**config.mk**
```make
export PLATFORM = sky130hd
export DESIGN_NAME = upcount_cmp_timer
export DESIGN_NICKNAME = d
export VERILOG_FILES = /design/src/rtl/tct_pkg.sv /design/src/rtl/tct_clksel.sv /design/src/rtl/tct_prescale.sv /design/src/rtl/tct_counter.sv /design/src/rtl/tct_regs.sv /design/src/rtl/upcount_cmp_timer.sv
export SDC_FILE = /design/constraint.sdc
export NUM_CORES = 1
export LEC_CHECK = 0
export BUFFER_PORTS_ARGS = -buffer_cell sky130_fd_sc_hd__buf_2
export CAP_MARGIN = 0
export CORE_ASPECT_RATIO = 0.9
export CORE_MARGIN = 5
export CORE_UTILIZATION = 40
export CTS_CLUSTER_DIAMETER = 30
export DETAILED_ROUTE_END_ITERATION = 7
export GPL_TIMING_DRIVEN = 0
export PLACE_DENSITY_LB_ADDON = 0.25
export SLEW_MARGIN = 20
export SYNTH_ARGS = -nofsm -noshare
export SYNTH_HDL_FRONTEND = slang
export SYNTH_HIERARCHICAL = 1
export SYNTH_SLANG_ARGS = --single-unit
```
**constraint.sdc**
```tcl
create_clock -name clk -period 7.9 [get_ports clk]
set_input_delay 1.58 -clock clk [delete_from_list [all_inputs] [get_ports clk]]
set_output_delay 1.58 -clock clk [all_outputs]
set_load 0.005 [all_outputs]
```
**src/rtl/tct_pkg.sv**
```systemverilog
package tct_pkg;
   localparam int DATA_W  = 32;
   localparam int NUM_CMP = 3;
   localparam int STAT_W  = 6;

   localparam int REG_CTRL = 0;
   localparam int REG_PRE  = 1;
   localparam int REG_STAT = 2;
   localparam int REG_IE   = 3;
   localparam int REG_CMP1 = 4;
   localparam int REG_CAP1 = 7;
   localparam int REG_CAP2 = 8;
   localparam int REG_CNT  = 9;

   localparam logic [DATA_W-1:0] CTRL_ZERO_MASK = 32'h0000_7C14;
   localparam logic [DATA_W-1:0] CTRL_SOFT_KEEP = 32'h0000_01FF;

   localparam int CB_EN     = 0;
   localparam int CB_SRC_LO = 6;
   localparam int CB_FREE   = 9;
   localparam int CB_SOFT   = 15;
   localparam int SB_ROLL   = 5;

   typedef enum logic [2:0] {
      SRC_OFF    = 3'b000,
      SRC_PERIPH = 3'b001,
      SRC_FAST   = 3'b010,
      SRC_SLOW   = 3'b100
   } src_t;
endpackage

```
**src/rtl/tct_clksel.sv**
```systemverilog
module tct_clksel
   import tct_pkg::*;
#(
   parameter bit SLOW_ALIAS = 1'b0
) (
   input  logic [2:0] src,
   input  logic       ce_periph,
   input  logic       ce_fast,
   input  logic       ce_slow,
   output logic       tick
);
   generate
      if (SLOW_ALIAS) begin : g_alias
         always_comb begin
            case (src)
               SRC_PERIPH:                      tick = ce_periph;
               SRC_FAST:                        tick = ce_fast;
               3'b100, 3'b101, 3'b110, 3'b111:  tick = ce_slow;
               default:                         tick = 1'b0;
            endcase
         end
      end else begin : g_strict
         always_comb begin
            case (src)
               SRC_PERIPH: tick = ce_periph;
               SRC_FAST:   tick = ce_fast;
               SRC_SLOW:   tick = ce_slow;
               default:    tick = 1'b0;
            endcase
         end
      end
   endgenerate
endmodule

```
**src/rtl/tct_prescale.sv**
```systemverilog
module tct_prescale #(
   parameter int PRE_W = 12
) (
   input  logic             clk,
   input  logic             rst_n,
   input  logic             tick,
   input  logic             en,
   input  logic             clr,
   input  logic [PRE_W-1:0] pre,
   output logic             step
);
   logic [PRE_W-1:0] phase_q;
   logic             phase_end;

   assign phase_end = (phase_q == pre);
   assign step      = en && tick && phase_end && !clr;

   always_ff @(posedge clk or negedge rst_n) begin
      if (!rst_n) begin
         phase_q <= '0;
      end else if (clr || !en) begin
         phase_q <= '0;
      end else if (tick) begin
         phase_q <= phase_end ? '0 : phase_q + PRE_W'(1);
      end
   end

   // the phase never runs past the divider value
   a_r4_phase_bound: assert property (@(posedge clk) disable iff (!rst_n)
      phase_q <= pre);
endmodule

```
**src/rtl/tct_counter.sv**
```systemverilog
module tct_counter #(
   parameter int CNT_W   = 32,
   parameter int NUM_CMP = 3
) (
   input  logic                     clk,
   input  logic                     rst_n,
   input  logic                     step,
   input  logic                     restart_mode,
   input  logic                     zero_load,
   input  logic [NUM_CMP*CNT_W-1:0] cmp_flat,
   output logic [CNT_W-1:0]         cnt,
   output logic [NUM_CMP-1:0]       match,
   output logic                     rollover
);
   logic [CNT_W-1:0] cnt_q;
   logic [CNT_W-1:0] nxt;
   logic             reload;
   logic             adv;

   assign reload = restart_mode && (cnt_q == cmp_flat[CNT_W-1:0]);
   assign nxt    = reload ? '0 : cnt_q + CNT_W'(1);
   assign adv    = step && !zero_load;
   assign cnt    = cnt_q;

   generate
      for (genvar k = 0; k < NUM_CMP; k++) begin : g_match
         assign match[k] = adv && (nxt == cmp_flat[k*CNT_W +: CNT_W]);
      end
   endgenerate

   assign rollover = adv && (&cnt_q) && !reload;

   always_ff @(posedge clk or negedge rst_n) begin
      if (!rst_n)         cnt_q <= '0;
      else if (zero_load) cnt_q <= '0;
      else if (step)      cnt_q <= nxt;
   end

   // no step, no change
   a_r4_hold: assert property (@(posedge clk) disable iff (!rst_n)
      (!step && !zero_load) |=> $stable(cnt_q));
   // restart-mode reload on channel-1 equality
   a_r6_reload: assert property (@(posedge clk) disable iff (!rst_n)
      (step && restart_mode && cnt_q == cmp_flat[CNT_W-1:0]) |=> cnt_q == '0);
   // wrap lands on zero
   a_r5_wrap_zero: assert property (@(posedge clk) disable iff (!rst_n)
      rollover |=> cnt_q == '0);
   // forced restart wins over a step
   a_r10_zero_load: assert property (@(posedge clk) disable iff (!rst_n)
      zero_load |=> cnt_q == '0);
endmodule

```
**src/rtl/tct_regs.sv**
```systemverilog
module tct_regs
   import tct_pkg::*;
#(
   parameter int CNT_W  = 32,
   parameter int PRE_W  = 12,
   parameter int ADDR_W = 4
) (
   input  logic                     clk,
   input  logic                     rst_n,
   input  logic                     wr_en,
   input  logic                     rd_en,
   input  logic [ADDR_W-1:0]        addr,
   input  logic [DATA_W-1:0]        wdata,
   output logic [DATA_W-1:0]        rdata,
   input  logic [CNT_W-1:0]         cnt,
   input  logic [NUM_CMP-1:0]       match,
   input  logic                     rollover,
   output logic                     run_en,
   output logic [2:0]               src,
   output logic                     free_run,
   output logic [PRE_W-1:0]         pre,
   output logic [NUM_CMP*CNT_W-1:0] cmp_flat,
   output logic                     zero_load,
   output logic                     phase_clr,
   output logic                     irq
);
   logic [DATA_W-1:0] ctrl_q;
   logic [PRE_W-1:0]  pre_q;
   logic [STAT_W-1:0] stat_q;
   logic [STAT_W-1:0] ie_q;
   logic [STAT_W-1:0] set_vec;
   logic [STAT_W-1:0] clr_vec;
   logic [DATA_W-1:0] ctrl_w;
   logic [DATA_W-1:0] cnt_ext;
   logic [DATA_W-1:0] pre_ext;
   logic [DATA_W-1:0] cmp_ext [NUM_CMP];
   logic              wr_ctrl, wr_pre, wr_stat, wr_ie, wr_cmp1, soft_wr;

   function automatic logic hit(input logic [ADDR_W-1:0] a, input int idx);
      return a == ADDR_W'(idx);
   endfunction

   assign wr_ctrl = wr_en && hit(addr, REG_CTRL);
   assign wr_pre  = wr_en && hit(addr, REG_PRE);
   assign wr_stat = wr_en && hit(addr, REG_STAT);
   assign wr_ie   = wr_en && hit(addr, REG_IE);
   assign wr_cmp1 = wr_en && hit(addr, REG_CMP1);
   assign soft_wr = wr_ctrl && wdata[CB_SOFT];
   assign ctrl_w  = wdata & ~CTRL_ZERO_MASK;

   always_comb begin
      set_vec = '0;
      set_vec[NUM_CMP-1:0] = match;
      set_vec[SB_ROLL]     = rollover;
      clr_vec = wr_stat ? wdata[STAT_W-1:0] : '0;
   end

   always_ff @(posedge clk or negedge rst_n) begin
      if (!rst_n) begin
         ctrl_q <= '0;
      end else if (wr_ctrl) begin
         ctrl_q <= soft_wr ? (ctrl_w & CTRL_SOFT_KEEP) : ctrl_w;
      end
   end

   always_ff @(posedge clk or negedge rst_n) begin
      if (!rst_n) begin
         pre_q  <= '0;
         ie_q   <= '0;
         stat_q <= '0;
      end else if (soft_wr) begin
         pre_q  <= '0;
         ie_q   <= '0;
         stat_q <= '0;
      end else begin
         if (wr_pre) pre_q <= wdata[PRE_W-1:0];
         if (wr_ie)  ie_q  <= wdata[STAT_W-1:0];
         stat_q <= (stat_q & ~clr_vec) | set_vec;
      end
   end

   generate
      for (genvar k = 0; k < NUM_CMP; k++) begin : g_cmp
         logic [CNT_W-1:0] cmp_q;
         always_ff @(posedge clk or negedge rst_n) begin
            if (!rst_n) cmp_q <= '1;
            else if (wr_en && hit(addr, REG_CMP1 + k)) cmp_q <= wdata[CNT_W-1:0];
         end
         assign cmp_flat[k*CNT_W +: CNT_W] = cmp_q;
         always_comb begin
            cmp_ext[k] = '0;
            cmp_ext[k][CNT_W-1:0] = cmp_q;
         end
      end
   endgenerate

   always_comb begin
      cnt_ext = '0;
      cnt_ext[CNT_W-1:0] = cnt;
      pre_ext = '0;
      pre_ext[PRE_W-1:0] = pre_q;
   end

   always_comb begin
      rdata = '0;
      if (rd_en) begin
         if (hit(addr, REG_CTRL))      rdata = ctrl_q;
         else if (hit(addr, REG_PRE))  rdata = pre_ext;
         else if (hit(addr, REG_STAT)) rdata = {{(DATA_W-STAT_W){1'b0}}, stat_q};
         else if (hit(addr, REG_IE))   rdata = {{(DATA_W-STAT_W){1'b0}}, ie_q};
         else if (hit(addr, REG_CNT))  rdata = cnt_ext;
         else begin
            for (int k = 0; k < NUM_CMP; k++) begin
               if (hit(addr, REG_CMP1 + k)) rdata = cmp_ext[k];
            end
         end
      end
   end

   assign run_en    = ctrl_q[CB_EN];
   assign src       = ctrl_q[CB_SRC_LO +: 3];
   assign free_run  = ctrl_q[CB_FREE];
   assign pre       = pre_q;
   assign zero_load = soft_wr || (wr_cmp1 && !ctrl_q[CB_FREE]);
   assign phase_clr = zero_load || wr_pre;
   assign irq       = |(stat_q & ie_q);

   // a flag not written with 1 stays set
   a_r8_flag_sticky: assert property (@(posedge clk) disable iff (!rst_n)
      !soft_wr |=> (($past(stat_q) & ~$past(clr_vec)) & ~stat_q) == '0);
   // software reset clears the side registers
   a_r11_soft_clears: assert property (@(posedge clk) disable iff (!rst_n)
      soft_wr |=> (stat_q == '0 && pre_q == '0 && ie_q == '0 && !ctrl_q[CB_SOFT]));
   // interrupt only with some enable set
   a_r9_irq_needs_enable: assert property (@(posedge clk) disable iff (!rst_n)
      irq |-> ie_q != '0);
endmodule

```
**src/rtl/upcount_cmp_timer.sv**
```systemverilog
module upcount_cmp_timer
   import tct_pkg::*;
#(
   parameter int CNT_W      = 32,
   parameter int PRE_W      = 12,
   parameter int ADDR_W     = 4,
   parameter bit SLOW_ALIAS = 1'b0
) (
   input  logic              clk,
   input  logic              rst_n,
   input  logic              ce_periph,
   input  logic              ce_fast,
   input  logic              ce_slow,
   input  logic              wr_en,
   input  logic              rd_en,
   input  logic [ADDR_W-1:0] addr,
   input  logic [31:0]       wdata,
   output logic [31:0]       rdata,
   output logic              irq
);
   localparam int CMP_BITS = NUM_CMP * CNT_W;

   initial begin
      a_cfg_cnt_w: assert (CNT_W >= 2 && CNT_W <= DATA_W)
         else $error("CNT_W out of range");
      a_cfg_pre_w: assert (PRE_W >= 1 && PRE_W <= DATA_W)
         else $error("PRE_W out of range");
      a_cfg_addr_w: assert (ADDR_W >= 4)
         else $error("ADDR_W too small for the register map");
   end

   logic                run_en, free_run, zero_load, phase_clr, tick, step, rollover;
   logic [2:0]          src;
   logic [PRE_W-1:0]    pre;
   logic [CMP_BITS-1:0] cmp_flat;
   logic [CNT_W-1:0]    cnt;
   logic [NUM_CMP-1:0]  match;

   tct_regs #(.CNT_W(CNT_W), .PRE_W(PRE_W), .ADDR_W(ADDR_W)) u_regs (
      .clk(clk), .rst_n(rst_n), .wr_en(wr_en), .rd_en(rd_en), .addr(addr),
      .wdata(wdata), .rdata(rdata), .cnt(cnt), .match(match), .rollover(rollover),
      .run_en(run_en), .src(src), .free_run(free_run), .pre(pre),
      .cmp_flat(cmp_flat), .zero_load(zero_load), .phase_clr(phase_clr), .irq(irq)
   );

   tct_clksel #(.SLOW_ALIAS(SLOW_ALIAS)) u_clksel (
      .src(src), .ce_periph(ce_periph), .ce_fast(ce_fast), .ce_slow(ce_slow),
      .tick(tick)
   );

   tct_prescale #(.PRE_W(PRE_W)) u_prescale (
      .clk(clk), .rst_n(rst_n), .tick(tick), .en(run_en), .clr(phase_clr),
      .pre(pre), .step(step)
   );

   tct_counter #(.CNT_W(CNT_W), .NUM_CMP(NUM_CMP)) u_counter (
      .clk(clk), .rst_n(rst_n), .step(step), .restart_mode(!free_run),
      .zero_load(zero_load), .cmp_flat(cmp_flat), .cnt(cnt), .match(match),
      .rollover(rollover)
   );

   // a disabled timer never steps
   a_r4_no_step_disabled: assert property (@(posedge clk) disable iff (!rst_n)
      !run_en |-> !step);
endmodule

```
* Word-level counts from Yosys, hierarchy flattened *
Index checks and enable logic that the tools add are counted.

word-level totals
  register bits = 196
  latch bits = 0
  RAM bits = 0
  bits in read-only memories = 0
  input bits = 43
  output and inout port bits = 33
  word-level logic and storage cells = 87
  memories = 0

cells by class
  add/sub/neg operators = 2
  multipliers = 0
  divide/modulo/power cells = 0
  order comparisons = 0
  equal/unequal tests = 15
  shifts and indexed selects = 0
  muxes and demuxes = 23
  bitwise gates (word level) = 4
  reduce and logical (&&, ||, !) cells = 34

operators by type and width
  cell                   number
  $mux 32                13
  $eq 32x32->1           4
  $mux 12                5
  $add 32x1->32 const B  1
  $reduce_and 32->1      1
  $mux 6                 4
  $logic_and 1x1->1      19
  $add 12x1->12 const B  1
  $and 6x6->6            2
  $eq 12x12->1           1
  $eq 4x3->1 const B     3
  $eq 4x2->1 const B     2
  $reduce_bool 2->1      4
  $not 6->6              1
  $or 6x6->6             1
  $reduce_or 6->1        1
  $logic_not 1->1        5
  $eq 4x1->1 const B     1
  $eq 4x4->1 const B     1
  $logic_not 4->1        1
  $eq 3x1->1 const B     1
  $eq 3x2->1 const B     1
  $eq 3x3->1 const B     1
  $logic_or 1x1->1       3
  $pmux 1 s3             1

* Depth between registers and ports, before layout *
Gate-level depths: netlist of run 1.

  depth in word-level cells = 12
  mapped depth = 22
  mapped depth without buffers = 17

* Hierarchy *
Netlist of run 1, hierarchy kept.

modules (own cells, without submodules)
  module             instances  cells an instance  area each (um^2)  sequential area each (um^2)
  tct_regs           1          685                7564.8            3748.6
  tct_counter        1          600                4300.4            800.8
  tct_prescale       1          102                884.6             300.3
  tct_clksel         1          5                  31.3              0.0
  upcount_cmp_timer  1          1                  3.8               0.0

* Worst setup path before layout of run 1 *
OpenSTA, ideal clock, no wires.

  path kind = input to register
  from = in addr[3]
  to = reg u_regs.stat_q[1]
  library setup time = 71 ps
  arrival = 5461 ps
  required time = 7829 ps
  path slack = 2368 ps
  cell stages on the path = 22
  buffers on the path = 5
  cell sequence = buf_2 > buf_2 > nor4_1 > nand3_1 > o21ai_0 > nand2b_1 > nor2b_1 > clkbuf_1 > clkbuf_1 > and3_1 > clkbuf_1 > nor2b_1 > o21ai_0 > a221o_1 > a221oi_1 > nand4_1 > and4b_1 > nand4_1 > or4_1 > nor4b_2 > a21oi_1 > nor2_1

on the way
  cells in the longest elaborated chain, start to end = 11
  elaborated cells on any way between the ends = 22
  classes of those cells = eq/ne (3); mux (2); bitwise (3); reduce/logical (14)

ends and longest elaborated chain
  element                                        RTL line                         source
  start: declaration                             upcount_cmp_timer.sv:16          input logic [ADDR_W-1:0] addr,
  $eq 4x3->1 or $logic_not 4->1 (tied branches)  tct_regs.sv:40                   return a == ADDR_W'(idx);
  $logic_and 1x1->1 (on tied branches)           tct_regs.sv:47, tct_regs.sv:43
  $logic_and 1x1->1 (on tied branches)           tct_regs.sv:124, tct_regs.sv:48
  $logic_or 1x1->1 *                             tct_regs.sv:124                  assign zero_load = soft_wr || (wr_cmp1 && !ctrl_q[CB_FREE]);
  named net zero_load                            upcount_cmp_timer.sv:32          logic run_en, free_run, zero_load, phase_clr, tick, step, rollover;
  $logic_or 1x1->1 *                             tct_regs.sv:125                  assign phase_clr = zero_load || wr_pre;
  named net phase_clr                            upcount_cmp_timer.sv:32
  $logic_not 1->1 *                              tct_prescale.sv:16               assign step = en && tick && phase_end && !clr;
  $logic_and 1x1->1 *                            tct_prescale.sv:16
  named net step                                 upcount_cmp_timer.sv:32
  $logic_and 1x1->1 *                            tct_counter.sv:22                assign adv = step && !zero_load;
  $logic_and 1x1->1 *                            tct_counter.sv:27                assign match[k] = adv && (nxt == cmp_flat[k*CNT_W +: CNT_W]);
  named net match[1]                             upcount_cmp_timer.sv:37          logic [NUM_CMP-1:0] match;
  $or 6x6->6 *                                   tct_regs.sv:78                   stat_q <= (stat_q & ~clr_vec) | set_vec;
  $mux 6 *                                       tct_regs.sv:71                   end else if (soft_wr) begin
  end signal: assignment                         tct_regs.sv:78
  end: declaration                               tct_regs.sv:29                   logic [STAT_W-1:0] stat_q;

The timed path passes the listed nets; every way through them passes the cells marked *.
A chain may end at the register's enable or synchronous reset.

* Final worst setup path of run 1 *
Same ends and word-level chain as after synthesis.

==> metrics.cfg, run 1 <==
[yosys]
sequential_share_of_the_synthesized_area_pct = 37.93
postSynthAreaPerCell_um2 = 9.178
flip_flop_cell_with_the_highest_count_after_synthesis = sky130_fd_sc_hd__dfstp_2
netlist-cell-type-count = 91
synth_async_sr_flop_share_pct = 100.0
edff_count_synth = 0
ranking_of_synthesized_cells_by_area = sky130_fd_sc_hd__dfstp_2 20%, sky130_fd_sc_hd__dfrtp_1 18%, sky130_fd_sc_hd__mux2_2 8.6%, sky130_fd_sc_hd__a21oi_1 4.4%, sky130_fd_sc_hd__nand2_1 3.9%
top_cell_type_s_share_of_synthesized_area_pct = 19.73
postSynthRegisterBits = 189
synth.top_cells.by_count = 134 x sky130_fd_sc_hd__nand2_1, 112 x sky130_fd_sc_hd__a21oi_1, 98 x sky130_fd_sc_hd__mux2_2, 96 x sky130_fd_sc_hd__dfstp_2, 96 x sky130_fd_sc_hd__nor2_1
yosys.cell_count.top_type = sky130_fd_sc_hd__nand2_1
library_cell_with_the_largest_summed_area_after_synthesis = sky130_fd_sc_hd__dfstp_2
yosys_warnings = 6
synth_cells = 1393
syn_nets = 1438
post_synth_instance_area_um2 = 12780

[pwr]
power.static_leakage_nw = 5.718
power_density_nw_per_um2 = 210.3
power.ir.vdd_worst_uv = 159.2

[place]
portBuffers = 72
post-dp-hpwl_um = 41230
post-place-cells = 1883
dp_slack_ns = 0.2852
place_congestion = 1.022
dpl_cell_area_um2 = 13730

[timing]
setup_viol = 0
hold_slack_ns = 0.4904
maxClockFrequency_mhz = 135.9
finalCritPeriodShare_pct = 93.16
max_slew.worst_pin.slew_ns = 1.154
finalWorstPathRequiredPeriod_ns = 7.360
grt_setup_unrepaired = no
report.final.slew_viol_count = 0
finalClockSkew_ns = 0.01726
setup_ws_ns = 0.5402
relSlewSlack_pct = 22.82
setup-tns-final_ns = 0
final_hold_viol_count = 0

[die]
core_um2 = 31730
start_util_pct = 40.29
die-area_um2 = 35640
number_of_cell_rows = 62
floorplan.io_pins = 76
die_width_um = 198.5
die_y_um = 179.6

[worst_setup_path]
critPathMaxFanout = 10
cp_top_family = simple AND/OR/NAND/NOR gates
crit_chain = buf_2, buf_2, nor4_1, nand3_1, o21ai_0, nand2b_1, nor2b_1, clkbuf_1, clkbuf_1, and3_1, clkbuf_1, nor2b_1, o21ai_0, a221o_1, a221oi_1, nand4_1, and4b_1, nand4_1, or4_1, nor4b_2, a21oi_1, nor2_1
crit_required_ns = 8.29
timing.critical_path.slowest_stage_cell = sky130_fd_sc_hd__or4_1
worstSetupPathType = in2reg
endpoint_kind = flip-flop
buf_inv_on_cp = 5
crit_path_frequent_cell = sky130_fd_sc_hd__clkbuf_1
critical_path_data_arrival_time_ns = 7.75
worstSetupStartpointType = primary input
critPathMaxStageDelay_ns = 0.60

[layout]
finish.cell_count_without_fillers = 1915
post-route-cell-area_um2 = 14320
syn_to_final_growth_pct = 11.99
antennaDiodeCount = 0
fill_cells = 3091
layout-drive-gt1-share_pct = 26.48
num-nets-final = 1531

[job]
drv_cap = 0

[grt]
grt_antenna_before_repair = 0
total_global_routing_track_utilization_pct = 29.33
grt_pass1_wl_um = 78340
overflow = 0
grt_max_degree = 90
first_global_vias = 11640

[detailed_routing]
vias = 12260
final_antenna_net_count = 0
dr.pass1.iters = 8
avgViaCountPerCell = 6.403
drt_drc_violations_left = 0
routedWlPerCell_um = 27.75
first_iter_violations = 1637
routed_wl_um = 53150

[clocking]
cts_resized = 0
tritoncts = done
clock_insertion_delay_worst_skew_ns = 0.47
root_buffer = sky130_fd_sc_hd__clkbuf_16
level_count_of_the_clock_h_tree = 4
cts_buffer_depth = 2
tritoncts.num_buffers = 17
cts_clock_pin_slew_for_the_worst_setup_and_hold_paths_ns = 0.07
cts_num_sinks = 189
cts_setup_buffers = 0
cts-hold-fix-buffers = 0

[run_status]
run_status = finished, final reports clean

[hold_path]
hold_class = reg2reg

-- through the flow --
step,total power [W],utilization [%]
2_1_floorplan,0.001810,-
3_3_place_gp,0.002112,43.07
3_5_place_dp,0.002133,43.28
4_1_cts,0.003004,45.13
5_1_grt,0.003135,45.13
6_report,0.003011,45.13
-- worst register-to-register path, stage by stage (launching register included) --
cell	delay, ns
sky130_fd_sc_hd__dfrtp_1	0.57
sky130_fd_sc_hd__o21ai_0	0.29
sky130_fd_sc_hd__nand2b_1	0.28
sky130_fd_sc_hd__nor2b_1	0.14
sky130_fd_sc_hd__clkbuf_1	0.40
sky130_fd_sc_hd__clkbuf_1	0.42
sky130_fd_sc_hd__and3_1	0.32
sky130_fd_sc_hd__clkbuf_1	0.50
sky130_fd_sc_hd__nor2b_1	0.28
sky130_fd_sc_hd__o21ai_0	0.14
sky130_fd_sc_hd__a221o_1	0.29
sky130_fd_sc_hd__a221oi_1	0.36
sky130_fd_sc_hd__nand4_1	0.13
sky130_fd_sc_hd__and4b_1	0.33
sky130_fd_sc_hd__nand4_1	0.09
sky130_fd_sc_hd__or4_1	0.60
sky130_fd_sc_hd__nor4b_2	0.60
sky130_fd_sc_hd__a21oi_1	0.10
sky130_fd_sc_hd__nor2_1	0.11
-- worst paths after layout --
kind / cells past startpoint / slack (ns) / from / to
max reg2reg: 18 / 1.91 / u_regs/ctrl_q[9] / u_regs/stat_q[1]
max: 22 / 0.54 / addr[3] / u_regs/stat_q[1]
min in group asynchronous: 1 / 0.96 / rst_n / u_regs/ctrl_q[31]
min reg2reg: 2 / 0.49 / u_regs/ctrl_q[18] / u_regs/ctrl_q[18]
min: 2 / 0.49 / u_regs/ctrl_q[18] / u_regs/ctrl_q[18]
max in group asynchronous: 3 / 5.84 / rst_n / u_regs/g_cmp[0].cmp_q[5]
-- layout by cell type, fill, tap and decap left out, types with 29 or more instances in the layout --
cell	count
sky130_fd_sc_hd__a21oi_1	112
sky130_fd_sc_hd__buf_2	104
sky130_fd_sc_hd__clkbuf_1	39
sky130_fd_sc_hd__dfrtp_1	93
sky130_fd_sc_hd__dfstp_2	96
sky130_fd_sc_hd__mux2_2	98
sky130_fd_sc_hd__mux2i_1	32
sky130_fd_sc_hd__nand2_1	134
sky130_fd_sc_hd__nand2b_1	29
sky130_fd_sc_hd__nand3_1	32
sky130_fd_sc_hd__nor2_1	96
sky130_fd_sc_hd__nor3_1	46
sky130_fd_sc_hd__o21ai_0	57
sky130_fd_sc_hd__xnor2_1	36
sky130_fd_sc_hd__xor2_1	45
-- area by class of cell --
type                    instances  area (um^2)  area share (%)
repair buffers                 74        425.4           2.971
plain buffers                  94        508.0           3.548
flip-flops and latches        189         4850           33.87
inverters                      25        93.84          0.6554
clock inverters                12        118.9          0.8302
multi-input cells            1085         7333           51.22
well taps                     416        520.5           3.635
clock buffers                  20        467.9           3.268
-- metal layers --
layer	vias to the layer above	track usage (%)	wire [um]
met4	0	10.31	1868
met3	101	8.180	5281
met1	6159	43.61	23920
met5	-	0	0
met2	682	40.67	22080
li1	5320	-	-
-- kinds of logic after synthesis --
| logic type | Yosys count | share of synthesized area (%) |
|---|---|---|
| AOI/OAI and AO/OA | 349 | 17.81 |
| xor gates and xnor gates | 82 | 5.676 |
| adders and majority gates | 2 | 0.1957 |
| buffers and inverters | 119 | 4.707 |
| DFF | 189 | 37.93 |
| muxes | 144 | 12.37 |
| and+or+nand+nor | 508 | 21.31 |
-- power breakdown --
group | switching (W) | total (W) | internal (W) | leakage (nW)
registers | 0.000315 | 0.00154 | 0.00122 | 2.26
clock network | 0.000423 | 0.000866 | 0.000443 | 0.289
logic | 0.000317 | 0.000610 | 0.000293 | 3.17
-- sequential cells by signal, summed over array words and instances (netlist names) --
name / cells
u_regs/pre: 12
u_regs/stat_q: 6
u_regs/ie_q: 6
u_prescale/phase_q: 12
u_regs/g_cmp.cmp_q: 96
u_counter/cnt: 32
u_regs/ctrl_q: 25
Note: power is estimated with default switching activity, not from simulation.
==> inputs of run 2 (changes only) <==
--- a/config.mk
+++ b/config.mk
@@ -9,7 +9,7 @@
 export CAP_MARGIN = 0
 export CORE_ASPECT_RATIO = 0.9
 export CORE_MARGIN = 5
-export CORE_UTILIZATION = 40
+export CORE_UTILIZATION = 45
 export CTS_CLUSTER_DIAMETER = 30
 export DETAILED_ROUTE_END_ITERATION = 7
 export GPL_TIMING_DRIVEN = 0
@@ -17,5 +17,4 @@
 export SLEW_MARGIN = 20
 export SYNTH_ARGS = -nofsm -noshare
 export SYNTH_HDL_FRONTEND = slang
-export SYNTH_HIERARCHICAL = 1
 export SYNTH_SLANG_ARGS = --single-unit
==> metrics.cfg, run 2 <==
[run_status]
run_status = finished, final reports clean

[detailed_routing]
vias = 11270  ; -8.1%
drt_drc_violations_left = 0  ; unchanged
final_antenna_net_count = 0  ; unchanged
routedWlPerCell_um = 27.73  ; about the same
routed_wl_um = 47640  ; -10%
first_iter_violations = 1510  ; -7.8%
avgViaCountPerCell = 6.559  ; +2.4%
dr.pass1.iters = 6  ; -2

[worst_setup_path]
crit_path_frequent_cell = sky130_fd_sc_hd__clkbuf_1
crit_chain = clkbuf_1, nand2b_1, nor2_1, clkbuf_1, buf_1, a22oi_1, a31oi_1, buf_2
worstSetupStartpointType = primary input
timing.critical_path.slowest_stage_cell = sky130_fd_sc_hd__buf_1
worstSetupPathType = in2out
crit_required_ns = 6.32  ; -1.97 ns
buf_inv_on_cp = 4  ; -1
critPathMaxStageDelay_ns = 0.66  ; +0.06 ns
endpoint_kind = output pin
cp_top_family = buffers and inverters
critical_path_data_arrival_time_ns = 4.69  ; -3.06 ns
critPathMaxFanout = 10  ; unchanged

[die]
die-area_um2 = 29580  ; -17%
floorplan.io_pins = 76  ; unchanged
die_y_um = 163.7  ; -8.9%
die_width_um = 180.7  ; -8.9%
number_of_cell_rows = 56  ; -9.7%
core_um2 = 25990  ; -18%
start_util_pct = 45.42  ; +5.1 points

[grt]
total_global_routing_track_utilization_pct = 32.11  ; +2.8 points
grt_pass1_wl_um = 71420  ; -8.8%
first_global_vias = 10790  ; -7.3%
met2_usage_pct = 43.69  ; +3.0 points
grt_antenna_before_repair = 1  ; +1
met3_usage_pct = 7.192  ; -0.99 points
grt-busiest-layer = met1
grt_max_degree = 93  ; +3.3%
overflow = 0  ; unchanged
groute.layer.met1.usage_pct = 49.50  ; +5.9 points

[pwr]
power.switching_w = 0.001102  ; +4.5%
power.combinational.fraction_pct = 19.8  ; -0.5 points
switching_share_pct = 36.04  ; +1.0 points
power_report.internal_total_w = 0.001956  ; about the same
seq_power_share_pct = 50.3  ; -0.7 points
fin_total_pwr_w = 0.003058  ; +1.5%
power.ir.vdd_worst_uv = 165.0  ; +3.6%
power.clock.fraction_pct = 29.9  ; +1.1 points
power.static_leakage_nw = 5.236  ; -8.4%
power_density_nw_per_um2 = 230.1  ; +9.4%

[layout]
fill_cells = 2474  ; -20%
flip_flop_count_of_the_largest_register_after_layout = 96  ; unchanged
num-nets-final = 1402  ; -8.4%
layout_commonest_cell = sky130_fd_sc_hd__nand2_1
finish.cell_count_without_fillers = 1718  ; -10%
largest_register = u_regs.g_cmp.cmp_q
layout-drive-gt1-share_pct = 25.33  ; -1.2 points
layout.core_utilization_pct = 51.12  ; +6.0 points
syn_to_final_growth_pct = 12.56
antennaDiodeCount = 0  ; unchanged
final_cell_mix = 135 x sky130_fd_sc_hd__nand2_1, 114 x sky130_fd_sc_hd__o21ai_0, 103 x sky130_fd_sc_hd__mux2_2

[timing]
report.final.slew_viol_count = 0  ; unchanged
finalWorstPathRequiredPeriod_ns = 6.270  ; -1.090 ns
max_slew.worst_pin.slew_ns = 1.154  ; +0.0001419 ns
setup-tns-final_ns = 0  ; unchanged
maxClockFrequency_mhz = 159.5  ; +17%
grt_setup_unrepaired = no
hold_slack_ns = 0.4912  ; +0.0007760 ns
finalClockSkew_ns = 0.02248  ; +0.005213 ns
finalCritPeriodShare_pct = 79.37  ; -14 points
relSlewSlack_pct = 22.56  ; -0.26 points
setup_viol = 0  ; unchanged
final_hold_viol_count = 0  ; unchanged

[clocking]
cts_setup_buffers = 0  ; unchanged
tritoncts.num_buffers = 17  ; unchanged
clock_insertion_delay_worst_skew_ns = 0.45  ; -0.02 ns
cts_buffer_depth = 2  ; unchanged
tritoncts = done
root_buffer = sky130_fd_sc_hd__clkbuf_16
cts-hold-fix-buffers = 0  ; unchanged
cts_resized = 0  ; unchanged
level_count_of_the_clock_h_tree = 4  ; unchanged
cts_num_sinks = 189  ; unchanged
cts_clock_pin_slew_for_the_worst_setup_and_hold_paths_ns = 0.09  ; +0.02 ns

[yosys]
post_synth_and_or_nand_nor_area_fraction_pct = 18.39  ; -2.9 points
post_synthesis_adder_cell_area_fraction_pct = 0.2120  ; +0.016 points
synth-compound-area-share_pct = 19.16  ; +1.3 points
edff_count_synth = 0  ; unchanged
yosys_warnings = 0  ; -6
post_synth_instance_area_um2 = 11810  ; -7.7%
synth.top_cells.by_count = 135 x sky130_fd_sc_hd__nand2_1, 114 x sky130_fd_sc_hd__o21ai_0, 103 x sky130_fd_sc_hd__mux2_2, 96 x sky130_fd_sc_hd__dfstp_2, 93 x sky130_fd_sc_hd__dfrtp_1
postSynthAreaPerCell_um2 = 9.340  ; +1.8%
syn_nets = 1309  ; -9.0%
post_synth_mux_area_share_pct = 10.76  ; -1.6 points
top_cell_type_s_share_of_synthesized_area_pct = 21.36  ; +1.6 points
synth_async_sr_flop_share_pct = 100.0  ; unchanged
postSynthRegisterBits = 189  ; unchanged
yosys.cell_count.top_type = sky130_fd_sc_hd__nand2_1
library_cell_with_the_largest_summed_area_after_synthesis = sky130_fd_sc_hd__dfstp_2
sequential_share_of_the_synthesized_area_pct = 41.08  ; +3.1 points
flip_flop_cell_with_the_highest_count_after_synthesis = sky130_fd_sc_hd__dfstp_2
synth_top_family_by_area = compound AO/OA/AOI/OAI gates
ranking_of_synthesized_cells_by_area = sky130_fd_sc_hd__dfstp_2 21%, sky130_fd_sc_hd__dfrtp_1 20%, sky130_fd_sc_hd__mux2_2 9.8%, sky130_fd_sc_hd__xnor2_1 4.9%, sky130_fd_sc_hd__o21ai_0 4.8%
yosys.area_share.xor_xnor_pct = 6.719  ; +1.0 points
netlist-cell-type-count = 71  ; -22%
synth_cells = 1264  ; -9.3%

[place]
post-place-cells = 1686  ; -10%
place_congestion = 1.004  ; -1.7%
portBuffers = 72  ; unchanged
post-dp-hpwl_um = 37040  ; -10%

[hold_path]
hold_class = reg2reg

[job]
drv_cap = 0  ; unchanged

## run 2: cells by family (layout without fill, tap and decap cells)
logic type,count (synthesis),count (layout)
DFF,189,189
adders and majority gates,2,2
and+or+nand+nor,423,423
muxes,114,114
xor gates and xnor gates,89,89
buffers and inverters,101,207
AOI/OAI and AO/OA,346,346
## run 2: power groups by stage
stage | Sequential [W] | Combinational [W] | Clock (W)
2_1_floorplan | 0.00137 | 0.000429 | 0
3_3_place_gp | 0.00152 | 0.000586 | 0
3_5_place_dp | 0.00153 | 0.000598 | 0
4_1_cts | 0.00151 | 0.000600 | 0.000933
5_1_grt | 0.00154 | 0.000662 | 0.000973
6_report | 0.00154 | 0.000605 | 0.000916
## run 2: area by class of cell
type                       count  area (um^2)  share of cell area, %
sequential                   189         4850                  36.49
buffer                        88        386.6                  2.909
inverter                      13        48.80                 0.3672
clock buffer                  18        429.2                  3.229
multi-input combinational    974         6521                  49.07
timing repair buffer          74        425.4                  3.201
tap                          348        435.4                  3.277
clock inverter                14        192.7                  1.450
## run 2: stage by stage
stage / setup WS, ns / instance area (um^2)
floorplan: 3.015 / 11810
finish: 1.630 / 13290
global route: 1.446 / 13290
detailed placement: 1.808 / 12670
global placement: 1.782 / 12600
CTS: 1.781 / 13290
## run 2: path summary, 6_finish.rpt
path,startpoint,cells after the start,endpoint,slack [ns]
setup / recovery,addr[1],8,rdata[9],1.63
hold / removal,u_regs.ctrl_q[15],1,u_regs.ctrl_q[15],0.49
setup reg to reg,u_regs.g_cmp[0].cmp_q[20],12,u_regs.stat_q[1],3.07
hold reg to reg,u_regs.ctrl_q[15],1,u_regs.ctrl_q[15],0.49
max in group asynchronous,rst_n,2,u_regs.g_cmp[0].cmp_q[31],6.15
min in group asynchronous,rst_n,1,u_regs.ie_q[2],0.98
## run 2: metal layers
metal	vias to the layer above	part of all wire, %
met4	0	3.4
li1	4899	-
met5	-	0
met1	5588	46
met2	683	41
met3	98	10
